==> src/rtl/spi_reg_pkg.sv <==
package spi_reg_pkg;
  localparam int BYTE_W     = 8;
  localparam int FRAME_BITS = 2 * BYTE_W;
  localparam int ADDR_W     = 6;
  localparam int FAULT_W    = BYTE_W - 1;

  typedef struct packed {
    logic              rsvd;
    logic              rd;
    logic [ADDR_W-1:0] addr;
  } spi_cmd_t;
endpackage

==> src/rtl/spi_pin_sync.sv <==
module spi_pin_sync #(
  parameter int             N       = 3,
  parameter int             STAGES  = 2,
  parameter logic [N-1:0]   RST_VAL = '0
) (
  input  logic         clk,
  input  logic         rst,
  input  logic [N-1:0] din,
  output logic [N-1:0] dout
);
  for (genvar g = 0; g < N; g++) begin : g_bit
    logic [STAGES-1:0] chain;
    always_ff @(posedge clk) begin
      if (rst) chain <= {STAGES{RST_VAL[g]}};
      else     chain <= {chain[STAGES-2:0], din[g]};
    end
    assign dout[g] = chain[STAGES-1];
  end
endmodule

==> src/rtl/spi_frame_engine.sv <==
module spi_frame_engine
  import spi_reg_pkg::*;
(
  input  logic              clk,
  input  logic              rst,
  input  logic              cs_n,
  input  logic              sclk,
  input  logic              mosi,
  input  logic [BYTE_W-1:0] status_byte,
  input  logic [BYTE_W-1:0] rd_byte,
  output spi_cmd_t          cmd_q,
  output logic [BYTE_W-1:0] wdata,
  output logic              frame_end,
  output logic              frame_ok,
  output logic              miso_q,
  output logic              miso_oe_q
);
  localparam int CNT_W = $clog2(FRAME_BITS + 2);
  localparam logic [CNT_W-1:0] CNT_FULL = CNT_W'(FRAME_BITS);
  localparam logic [CNT_W-1:0] CNT_SAT  = CNT_W'(FRAME_BITS + 1);
  localparam logic [CNT_W-1:0] CNT_CMD  = CNT_W'(BYTE_W - 1);

  logic                  cs_d, sclk_d;
  logic                  cs_fall, cs_rise, sck_rise, sck_fall;
  logic [CNT_W-1:0]      fall_cnt;
  logic [BYTE_W-1:0]     rx;
  logic [FRAME_BITS-1:0] tx;
  logic                  cmd_valid;

  assign cs_fall  = cs_d & ~cs_n;
  assign cs_rise  = ~cs_d & cs_n;
  assign sck_rise = ~sclk_d & sclk;
  assign sck_fall = sclk_d & ~sclk;
  assign wdata    = rx;

  always_ff @(posedge clk) begin
    if (rst) begin
      cs_d      <= 1'b1;
      sclk_d    <= 1'b0;
      fall_cnt  <= '0;
      rx        <= '0;
      tx        <= '0;
      cmd_q     <= '0;
      cmd_valid <= 1'b0;
      frame_end <= 1'b0;
      frame_ok  <= 1'b0;
      miso_q    <= 1'b0;
      miso_oe_q <= 1'b0;
    end else begin
      cs_d      <= cs_n;
      sclk_d    <= sclk;
      miso_oe_q <= ~cs_n;
      cmd_valid <= 1'b0;
      frame_end <= 1'b0;
      if (cs_fall) begin
        fall_cnt <= '0;
        tx       <= {status_byte, {BYTE_W{1'b0}}};
        miso_q   <= status_byte[BYTE_W-1];
      end else if (cs_rise) begin
        frame_end <= 1'b1;
        frame_ok  <= (fall_cnt == CNT_FULL);
      end else if (!cs_n) begin
        if (sck_fall) begin
          rx <= {rx[BYTE_W-2:0], mosi};
          if (fall_cnt != CNT_SAT) fall_cnt <= fall_cnt + 1'b1;
          if (fall_cnt == CNT_CMD) begin
            cmd_q     <= {rx[BYTE_W-2:0], mosi};
            cmd_valid <= 1'b1;
          end
        end
        if (sck_rise) begin
          miso_q <= tx[FRAME_BITS-1];
          tx     <= {tx[FRAME_BITS-2:0], 1'b0};
        end else if (cmd_valid) begin
          tx[FRAME_BITS-1 -: BYTE_W] <= rd_byte;
        end
      end
    end
  end
endmodule

==> src/rtl/spi_reg_file.sv <==
module spi_reg_file
  import spi_reg_pkg::*;
#(
  parameter int NCFG      = 4,
  parameter int NSTAT     = 2,
  parameter int STAT_BASE = 16,
  parameter int CLR_BIT   = 0
) (
  input  logic                    clk,
  input  logic                    rst,
  input  logic [ADDR_W-1:0]       rd_addr,
  output logic [BYTE_W-1:0]       rd_data,
  input  logic                    wr_en,
  input  logic [ADDR_W-1:0]       wr_addr,
  input  logic [BYTE_W-1:0]       wr_data,
  input  logic [NSTAT*BYTE_W-1:0] status_in,
  output logic [NCFG*BYTE_W-1:0]  cfg_out,
  output logic                    clr_req
);
  logic [BYTE_W-1:0] cfg_q [NCFG];
  localparam logic [BYTE_W-1:0] KEEP0 = ~(BYTE_W'(1) << CLR_BIT);

  assign clr_req = wr_en && (wr_addr == '0) && wr_data[CLR_BIT];

  for (genvar g = 0; g < NCFG; g++) begin : g_cfg
    localparam logic [BYTE_W-1:0] MASK = (g == 0) ? KEEP0 : '1;
    always_ff @(posedge clk) begin
      if (rst) cfg_q[g] <= '0;
      else if (wr_en && wr_addr == ADDR_W'(g)) cfg_q[g] <= wr_data & MASK;
    end
    assign cfg_out[g*BYTE_W +: BYTE_W] = cfg_q[g];
  end

  always_comb begin
    rd_data = '0;
    for (int i = 0; i < NCFG; i++)
      if (rd_addr == ADDR_W'(i)) rd_data = cfg_q[i];
    for (int i = 0; i < NSTAT; i++)
      if (rd_addr == ADDR_W'(STAT_BASE + i)) rd_data = status_in[i*BYTE_W +: BYTE_W];
  end
endmodule

==> src/rtl/spi_reg_slave.sv <==
module spi_reg_slave
  import spi_reg_pkg::*;
#(
  parameter int NCFG      = 4,
  parameter int NSTAT     = 2,
  parameter int STAT_BASE = 16,
  parameter int SYNC_STG  = 2
) (
  input  logic                    clk,
  input  logic                    rst,
  input  logic                    spi_cs_n,
  input  logic                    spi_sclk,
  input  logic                    spi_mosi,
  output logic                    spi_miso,
  output logic                    spi_miso_oe,
  input  logic [FAULT_W-1:0]      fault_in,
  input  logic [NSTAT*BYTE_W-1:0] status_in,
  output logic [NCFG*BYTE_W-1:0]  cfg_out
);
  logic [2:0]        pins_s;
  spi_cmd_t          cmd;
  logic [BYTE_W-1:0] wdata, rf_rd, rd_byte, status_byte;
  logic              frame_end, frame_ok, wr_en, clr_req, err_q;

  spi_pin_sync #(.N(3), .STAGES(SYNC_STG), .RST_VAL(3'b100)) i_sync (
    .clk(clk), .rst(rst),
    .din({spi_cs_n, spi_sclk, spi_mosi}),
    .dout(pins_s)
  );

  assign status_byte = {err_q, fault_in};
  assign rd_byte     = (cmd.rd && !cmd.rsvd) ? rf_rd : '0;
  assign wr_en       = frame_end && frame_ok && !cmd.rsvd && !cmd.rd;

  spi_frame_engine i_eng (
    .clk(clk), .rst(rst),
    .cs_n(pins_s[2]), .sclk(pins_s[1]), .mosi(pins_s[0]),
    .status_byte(status_byte), .rd_byte(rd_byte),
    .cmd_q(cmd), .wdata(wdata),
    .frame_end(frame_end), .frame_ok(frame_ok),
    .miso_q(spi_miso), .miso_oe_q(spi_miso_oe)
  );

  spi_reg_file #(.NCFG(NCFG), .NSTAT(NSTAT), .STAT_BASE(STAT_BASE)) i_rf (
    .clk(clk), .rst(rst),
    .rd_addr(cmd.addr), .rd_data(rf_rd),
    .wr_en(wr_en), .wr_addr(cmd.addr), .wr_data(wdata),
    .status_in(status_in), .cfg_out(cfg_out), .clr_req(clr_req)
  );

  always_ff @(posedge clk) begin
    if (rst)                        err_q <= 1'b0;
    else if (frame_end && !frame_ok) err_q <= 1'b1;
    else if (clr_req)               err_q <= 1'b0;
  end
endmodule

==> config.mk <==
export PLATFORM = sky130hd
export DESIGN_NAME = spi_reg_slave
export DESIGN_NICKNAME = d
export VERILOG_FILES = /design/src/rtl/spi_reg_pkg.sv /design/src/rtl/spi_pin_sync.sv /design/src/rtl/spi_frame_engine.sv /design/src/rtl/spi_reg_file.sv /design/src/rtl/spi_reg_slave.sv
export SDC_FILE = /design/constraint.sdc
export NUM_CORES = 1
export LEC_CHECK = 0
export CAP_MARGIN = 20
export CORE_MARGIN = 1
export CORE_UTILIZATION = 40
export CTS_BUF_LIST = sky130_fd_sc_hd__clkbuf_8
export CTS_CLUSTER_DIAMETER = 60
export DETAILED_ROUTE_END_ITERATION = 12
export HOLD_SLACK_MARGIN = 0.15
export PLACE_DENSITY = 0.7
export SETUP_SLACK_MARGIN = 0.2
export SYNTH_ARGS = -nofsm -noshare
export SYNTH_HDL_FRONTEND = slang
export SYNTH_HIERARCHICAL = 1
export SYNTH_SLANG_ARGS = --single-unit
==> constraint.sdc <==
create_clock -name clk -period 2.7 [get_ports clk]
set_input_delay 0.54 -clock clk [delete_from_list [all_inputs] [get_ports clk]]
set_output_delay 0.54 -clock clk [all_outputs]
set_load 0.02 [all_outputs]
# --- Yosys cells after proc, flatten, opt, wreduce, memory -nomap -nowiden ---
# Memories as Yosys holds them, arrays and structs flattened.
# Index checks and enable logic that the tools add are counted.
op_classes:
  reduce_logical: 25
  mux: 38
  n_eq_ne: 10
  bitwise: 15
  multipliers: 0
  order_cmp: 0
  add_sub_neg: 1
  n_shift: 0
  n_div: 0
ops:
  columns: ["op", "count"]
  rows:
  - ["2-to-1 mux 8 bit", 13]
  - ["2-to-1 mux 16 bit", 3]
  - ["2-to-1 mux 1 bit", 22]
  - ["== test 6 x 2 -> 1 bit (second input constant)", 2]
  - ["== test 6 x 5 -> 1 bit (second input constant)", 2]
  - ["logical AND 1 bit", 10]
  - ["AND reduction 4 bit", 2]
  - ["NOT 1 bit", 7]
  - ["== test 6 x 1 -> 1 bit (second input constant)", 1]
  - ["logical NOT 6 bit", 1]
  - ["AND reduction 3 bit", 2]
  - ["adder 5 x 1 -> 5 bit (second input constant)", 1]
  - ["== test 5 x 3 -> 1 bit (second input constant)", 1]
  - ["== test 5 bit (second input constant)", 1]
  - ["inequality test 5 bit (second input constant)", 1]
  - ["AND reduction 5 bit", 1]
  - ["OR reduction 5 bit", 1]
  - ["AND 1 bit", 4]
  - ["inequality test 2 x 1 -> 1 bit (second input constant)", 2]
  - ["bitwise OR 1 bit", 4]
  - ["nonzero test 2 bit", 2]
  - ["logical NOT 1 bit", 3]
  - ["nonzero test 3 bit", 1]
  - ["AND reduction 2 bit", 1]
  - ["OR reduction 2 bit", 1]
word_totals:
  romBits: 0
  latch_bits: 0
  regBits: 43
  memories: 1
  input_bits: 28
  ramBits: 32
  output_inout_bits: 34
memory_table:
  columns: ["memory", "depth", "width", "read_ports", "rd_ports_with_merged_regs", "wr", "line_no", "rtl"]
  rows:
  - ["i_rf.cfg_q", 4, 8, 4, 0, 4, "spi_reg_file.sv:20", "logic [BYTE_W-1:0] cfg_q [NCFG];"]

# --- Depth between registers and ports, before layout ---
# Gate-level depths: netlist of the first run.
depth:
  ltp_word: 13
  ltp_mapped: 9

# --- Hierarchy ---
# The synthesis of the first run kept the hierarchy.
by_module_without_submodules:
  columns: ["module", "seq_area_each_um2", "cells_per_inst", "n_inst", "area_per_inst_um2"]
  rows:
  - ["spi_reg_file", 930.9, 124, 1, 1715.4]
  - ["spi_frame_engine", 720.7, 188, 1, 1646.6]
  - ["spi_pin_sync", 120.1, 15, 1, 180.2]
  - ["spi_reg_slave", 20.0, 15, 1, 110.1]

# --- Least setup slack after synthesis of the first run ---
# No wires, ideal clock.
synth_timing:
  kind: "flip-flop to flip-flop"
  from: "register i_eng/cmd_q[7] (netlist name)"
  to: "memory i_rf.cfg_q[1][0] (enable)"
  path_slack_ns: 0.358
  synth_period_minus_slack_ns: 2.342
  n_path_buf: 0
  arrival_ns: 1.968
  stages_incl_launch_ff: 5
  setup_ns: 0.375
  cell_sequence: "dfxtp_1 > nor3_1 > or4b_4 > or3_4 > o21bai_1"
synth_rtl:
  columns: ["element", "line_no", "rtl"]
  rows:
  - ["from (decl)", "spi_frame_engine.sv:11", "output spi_cmd_t cmd_q,"]
  - ["from (signal assigned)", "spi_frame_engine.sv:67", "cmd_q <= {rx[BYTE_W-2:0], mosi};"]
  - ["to (decl)", "spi_reg_file.sv:20", null]

==> summary.txt, run 1 <==
Hold_ws = 406.9 ps
LEAKAGE = 1.598 nW
Final hold violations = 0
Final net count = 435
CP max stage delay = 600 ps
DRT iter0 DRCs = 100
Initial Util = 41.68%
Hold_buf cts = 0
Synth unique cells = 51
Tot GR Track Use = 18.06%
Routed Wire Length = 8198 microns
Worst Setup SP = i_eng/frame_ok$_SDFFE_PP0P_
Mapped Cells = 342
Rel. slew slack = 39.17%
Clock buffer depth = 2
DIE AREA = 9517 sq um
First-pass GRT wire length = 13400 microns
Largest net degree at the start of global routing = 37
Status = finished, final reports clean
Fmax = 430.7 MHz
Worst EP arrival = 2380 ps
Clock sink total = 74
Mux share of post-synthesis cell area = 9.455%
Buf/Inv on CP = 1
Critical Path Sink Type = flip-flop
Worst Hold Launch = i_sync/g_bit[2].chain[0]$_SDFF_PP1_
Gpl congestion = 0.7999
Fill count = 783
Top FF cell, synth = dfxtp_1
Most frequent cells in the layout = clkdlybuf4s50_1 (60), dfxtp_1 (42), and2_1 (39)
Net count after synthesis = 376
Critical path class = flip-flop to flip-flop
X dimension of the die = 97.56 microns
Max-cap violations = 0
Post-CTS setup repair buffer count = 0
Top Ports = 62
RSZ-0062 raised after global routing = no
Final HPWL DP = 5994 microns
Ant diodes = 0
Setup TNS = 0 ps
I/O Buffers = 60
Post_cts resized = 0
Yosys warns = 6
Number of remaining DRC errors = 0
Number of flops mapped to enable cells by yosys = 31
Clk root buf = clkbuf_8
Post-synthesis sequential area ratio = 49.06%
Synth async-reset ratio = 0%
Flop and latch count out of synthesis = 74
Level count of the clock H-tree = 3
Final Critical Period = 2322 ps
Synth Area in XOR/XNOR = 0.7194%
CTS Buf Count = 9
Pwr Density = 512.8 nW/um^2
GRT overflow = 0
Worst Tran Pin Value = 911.3 ps
First-pass iteration count of the detailed router = 4
Synth Area in Adders = 2.055%
Crit path cell chain = nand2_1 > nor3_1 > or4b_4 > or3_4 > o21bai_1 > buf_4
Final setup fails = 0
Core Area = 8763 sq um
FF-to-FF Start = i_eng/frame_ok$_SDFFE_PP0P_
Antenna violations before repair = 0
Slowest-stage cell, CP = or4b_4
Share of cells above drive strength 1 = 12.81%
DR WL/cell = 15.95 microns
Avg Cell Area, Syn = 10.68 sq um
Period utilisation layout = 85.99%
Worst hold path type = flip-flop to flip-flop
CTS tree = yes
Worst EP required = 2760 ps
CP Max Fanout = 7
Largest family of logic cells by synthesized area = simple AND/OR/NAND/NOR gates
Rows = 34
Clock Pin Slew Worst Setup and Hold Paths = 80 ps
Via-to-Cell Ratio = 5.313
Synth Area in Simple Gates = 24.84%
Cell Area, Synth = 3652 sq um
Post-route ant nets = 0
Die Height = 97.56 microns
Vias in the first global route = 2697
Routed via count = 2731
Cell family with most CP delay = simple AND/OR/NAND/NOR gates
Area Overhead vs Synth = 25.35%
Compound-cell area share of the yosys netlist = 9.592%
Crit path launch type = flip-flop
Slew Limit Fails = 0
Setup Skew = 12.43 ps
Clock Latency Late Sink = 350 ps
Worst VDD drop = 0.3305 mV
Most common cell after layout, fill and taps aside = clkdlybuf4s50_1
## final cells by class
class	count	area, sq um	area share [%]
Clock inverter	5	77.57	1.694
Multi-Input combinational cell	234	1708	37.31
Sequential cell	74	1793	39.16
Tap cell	108	135.1	2.952
Clock buffer	11	151.4	3.307
Timing Repair Buffer	68	660.6	14.43
Inverter	14	52.55	1.148
## through the flow
| stage | util (%) | std cells | setup slack (ps) | total power, mW | cell area (sq um) |
|---|---|---|---|---|---|
| 3_3_place_gp | 49.61 | 498 | 435.4 | 1.401 | 4348 |
| 5_1_grt | 52.24 | 514 | 289.1 | 2.424 | 4578 |
| 4_1_cts | 52.23 | 514 | 342.6 | 2.367 | 4577 |
| 6_report | 52.24 | 514 | 378.3 | 2.347 | 4578 |
| 2_1_floorplan | - | 342 | 357.9 | 1.308 | 3652 |
| 3_5_place_dp | 49.61 | 498 | 359.8 | 1.403 | 4348 |
## Yosys cell counts (all sizes together), types with 7 or more instances
| cell | number | area [sq um] |
|---|---|---|
| dfxtp | 43 | 860.8 |
| and2 | 39 | 244.0 |
| nand2 | 37 | 138.9 |
| nand2b | 12 | 75.07 |
| edfxtp | 31 | 930.9 |
| o211ai | 7 | 52.55 |
| nand3 | 9 | 45.04 |
| mux2i | 12 | 120.1 |
| nor2 | 13 | 48.80 |
| mux2 | 8 | 90.09 |
| nor2b | 7 | 51.30 |
| buf | 12 | 70.07 |
| inv | 14 | 52.55 |
| a21oi | 27 | 135.1 |
| clkbuf | 8 | 30.03 |
## routing by layer
metal / share of wire [%] / track usage [%] / up-vias
met5: 0 / 0 / -
met4: 1.3 / 6.448 / 0
met3: 4.7 / 4.388 / 9
met2: 50 / 30.88 / 74
met1: 44 / 22.07 / 1328
li1: - / - / 1320
## state kept, by name (all words and copies together), names as in the netlist
name,count
i_eng/sclk_d,1
i_eng/fall_cnt,5
i_eng/miso_oe_q,1
i_eng/cmd_valid,1
i_eng/cs_d,1
i_rf/cfg_q,31
i_eng/frame_ok,1
i_eng/miso_q,1
err_q,1
i_eng/wdata,8
i_eng/frame_end,1
i_sync/g_bit.chain,6
i_eng/tx,8
i_eng/cmd_q,8
## report_power, final
part | internal [mW] | switching (mW) | leakage (nW)
clock | 0.568 | 0.403 | 0.117
sequential | 1.19 | 0.0170 | 0.669
combinational | 0.0918 | 0.0814 | 0.812
## logic make-up (layout without fill, tap and decap cells)
logic type / Yosys count / in the layout
DFF: 74 / 74
muxes: 26 / 26
buffers and inverters: 34 / 98
and+or+nand+nor: 145 / 145
adders and majority gates: 6 / 6
other: 1 / 1
AOI/OAI and AO/OA: 53 / 53
xor gates and xnor gates: 3 / 3
## worst paths after layout
kind	to	slack [ps]	depth (start not counted)
worst min register to register	i_sync/g_bit[2].chain[1]$_SDFF_PP1_	410	1
worst max register to register	i_rf/cfg_q[0][6]$_SDFFCE_PN0P_	380	6
worst min-delay path	i_sync/g_bit[2].chain[1]$_SDFF_PP1_	410	1
worst max-delay path	i_rf/cfg_q[0][6]$_SDFFCE_PN0P_	380	6
No activity file was read; power rests on OpenSTA's default activity.
==> run 2: changes to the inputs <==
--- a/config.mk
+++ b/config.mk
@@ -8,7 +8,7 @@
 export CAP_MARGIN = 20
 export CORE_MARGIN = 1
 export CORE_UTILIZATION = 40
-export CTS_BUF_LIST = sky130_fd_sc_hd__clkbuf_8
+export CTS_BUF_LIST = sky130_fd_sc_hd__clkbuf_4
 export CTS_CLUSTER_DIAMETER = 60
 export DETAILED_ROUTE_END_ITERATION = 12
 export HOLD_SLACK_MARGIN = 0.15
==> run 2 against run 1 <==
  * Total power is 9.1% lower
  * Die area unchanged
  * Design area shrank 1.6%
  * Global-route usage is 0.34 points lower
  * Setup slack worse by 11 ps
  * Fmax shrank 0.46%
==> summary.txt, run 2 (same netlist as run 1, synthesis figures left out) <==
Status = finished, final reports clean
Routed Wire Length = 8087 microns
Antenna violations before repair = 0
DIE AREA = 9517 sq um
Final hold violations = 0
Ant diodes = 0
Hold_buf cts = 0
CP max stage delay = 600 ps
Crit path cell chain = nand2_1 > nor3_1 > or4b_4 > or3_4 > o21bai_1 > buf_4
Setup TNS = 0 ps
DRT iter0 DRCs = 134
Initial Util = 41.68%
Tot GR Track Use = 17.72%
Slowest-stage cell, CP = or4b_4
Largest net degree at the start of global routing = 37
First-pass iteration count of the detailed router = 4
Slew Limit Fails = 0
Worst hold path type = flip-flop to flip-flop
I/O Buffers = 60
Core Area = 8763 sq um
Rel. slew slack = 41.30%
Max reg flops = 31
DR WL/cell = 15.73 microns
Top Ports = 62
Post-route ant nets = 0
Via-to-Cell Ratio = 5.208
Critical Path Sink Type = flip-flop
Fill count = 789
Level count of the clock H-tree = 3
Most frequent cells in the layout = clkdlybuf4s50_1 (60), dfxtp_1 (42), and2_1 (39)
Final HPWL DP = 5994 microns
Cell family with most CP delay = simple AND/OR/NAND/NOR gates
Period utilisation layout = 86.39%
First-pass GRT wire length = 13380 microns
Worst EP arrival = 2450 ps
CP Max Fanout = 7
Die Height = 97.56 microns
Critical path class = flip-flop to flip-flop
Max-cap violations = 0
Hold_ws = 417.2 ps
Clock Pin Slew Worst Setup and Hold Paths = 120 ps
Most common cell after layout, fill and taps aside = clkdlybuf4s50_1
Utilization after layout = 51.41%
RSZ-0062 raised after global routing = no
Buf/Inv on CP = 1
GRT overflow = 0
CTS tree = yes
Area Overhead vs Synth = 23.36%
X dimension of the die = 97.56 microns
Crit path launch type = flip-flop
Worst slack at placement = 359.8 ps
Fmax = 428.7 MHz
Pwr Density = 473.7 nW/um^2
Clk root buf = clkbuf_4
Worst VDD drop = 0.2441 mV
Final net count = 435
Gpl congestion = 0.7999
CTS Buf Count = 9
Post-route setup slack = 367.5 ps
Setup Skew = 15.61 ps
Final setup fails = 0
Share of cells above drive strength 1 = 12.81%
Number of remaining DRC errors = 0
Worst EP required = 2820 ps
Clock Latency Late Sink = 410 ps
Vias in the first global route = 2687
Worst Tran Pin Value = 879.3 ps
Final Critical Period = 2332 ps
Clock buffer depth = 2
LEAKAGE = 1.565 nW
Largest Register = i_rf/cfg_q
Clock sink total = 74
Rows = 34
Routed via count = 2677
run 2: final timing paths:
kind,start,end,slack [ps],cells after the start
hold reg to reg,i_sync/g_bit[2].chain[0]$_SDFF_PP1_,i_sync/g_bit[2].chain[1]$_SDFF_PP1_,420,1
setup / recovery,i_eng/frame_ok$_SDFFE_PP0P_,i_rf/cfg_q[0][6]$_SDFFCE_PN0P_,370,6
hold / removal,i_sync/g_bit[2].chain[0]$_SDFF_PP1_,i_sync/g_bit[2].chain[1]$_SDFF_PP1_,420,1
setup reg to reg,i_eng/frame_ok$_SDFFE_PP0P_,i_rf/cfg_q[0][6]$_SDFFCE_PN0P_,370,6
run 2: per-layer routing:
metal | share of wire, % | routed length [microns] | global-route usage, % | vias up
met1 | 45 | 3622 | 22.39 | 1284
met3 | 4.5 | 362 | 4.173 | 6
li1 | - | - | - | 1325
met5 | 0 | 0 | 0 | -
met2 | 50 | 4047 | 30.61 | 62
met4 | 0.67 | 54 | 4.072 | 0
run 2: through the flow:
stage | power, mW | cells | instance area [sq um]
after floorplan | 1.308 | 342 | 3652
after global placement | 1.401 | 498 | 4348
after detailed placement | 1.403 | 498 | 4348
after CTS | 2.153 | 514 | 4504
after global routing | 2.215 | 514 | 4506
final | 2.134 | 514 | 4506
run 2: timing repair:
action	4_1_cts	5_1_grt
setup endpoints to repair	0	1
buffers inserted	0	0
gates resized for setup	0	1
run 2: where the power goes:
| part | leakage (nW) | total (mW) | internal (mW) | switching, mW |
|---|---|---|---|---|
| registers | 0.669 | 1.20 | 1.19 | 0.0170 |
| logic | 0.812 | 0.173 | 0.0918 | 0.0811 |
| clock network | 0.0847 | 0.759 | 0.382 | 0.377 |
run 2: final cells by class:
| type | instances | area (sq um) | area share [%] |
|---|---|---|---|
| clock buffers | 10 | 75.07 | 1.666 |
| clock inverters | 6 | 81.33 | 1.805 |
| inverters | 14 | 52.55 | 1.166 |
| multi-input cells | 234 | 1708 | 37.91 |
| flip-flops and latches | 74 | 1793 | 39.79 |
| well taps | 108 | 135.1 | 2.999 |
| repair buffers | 68 | 660.6 | 14.66 |
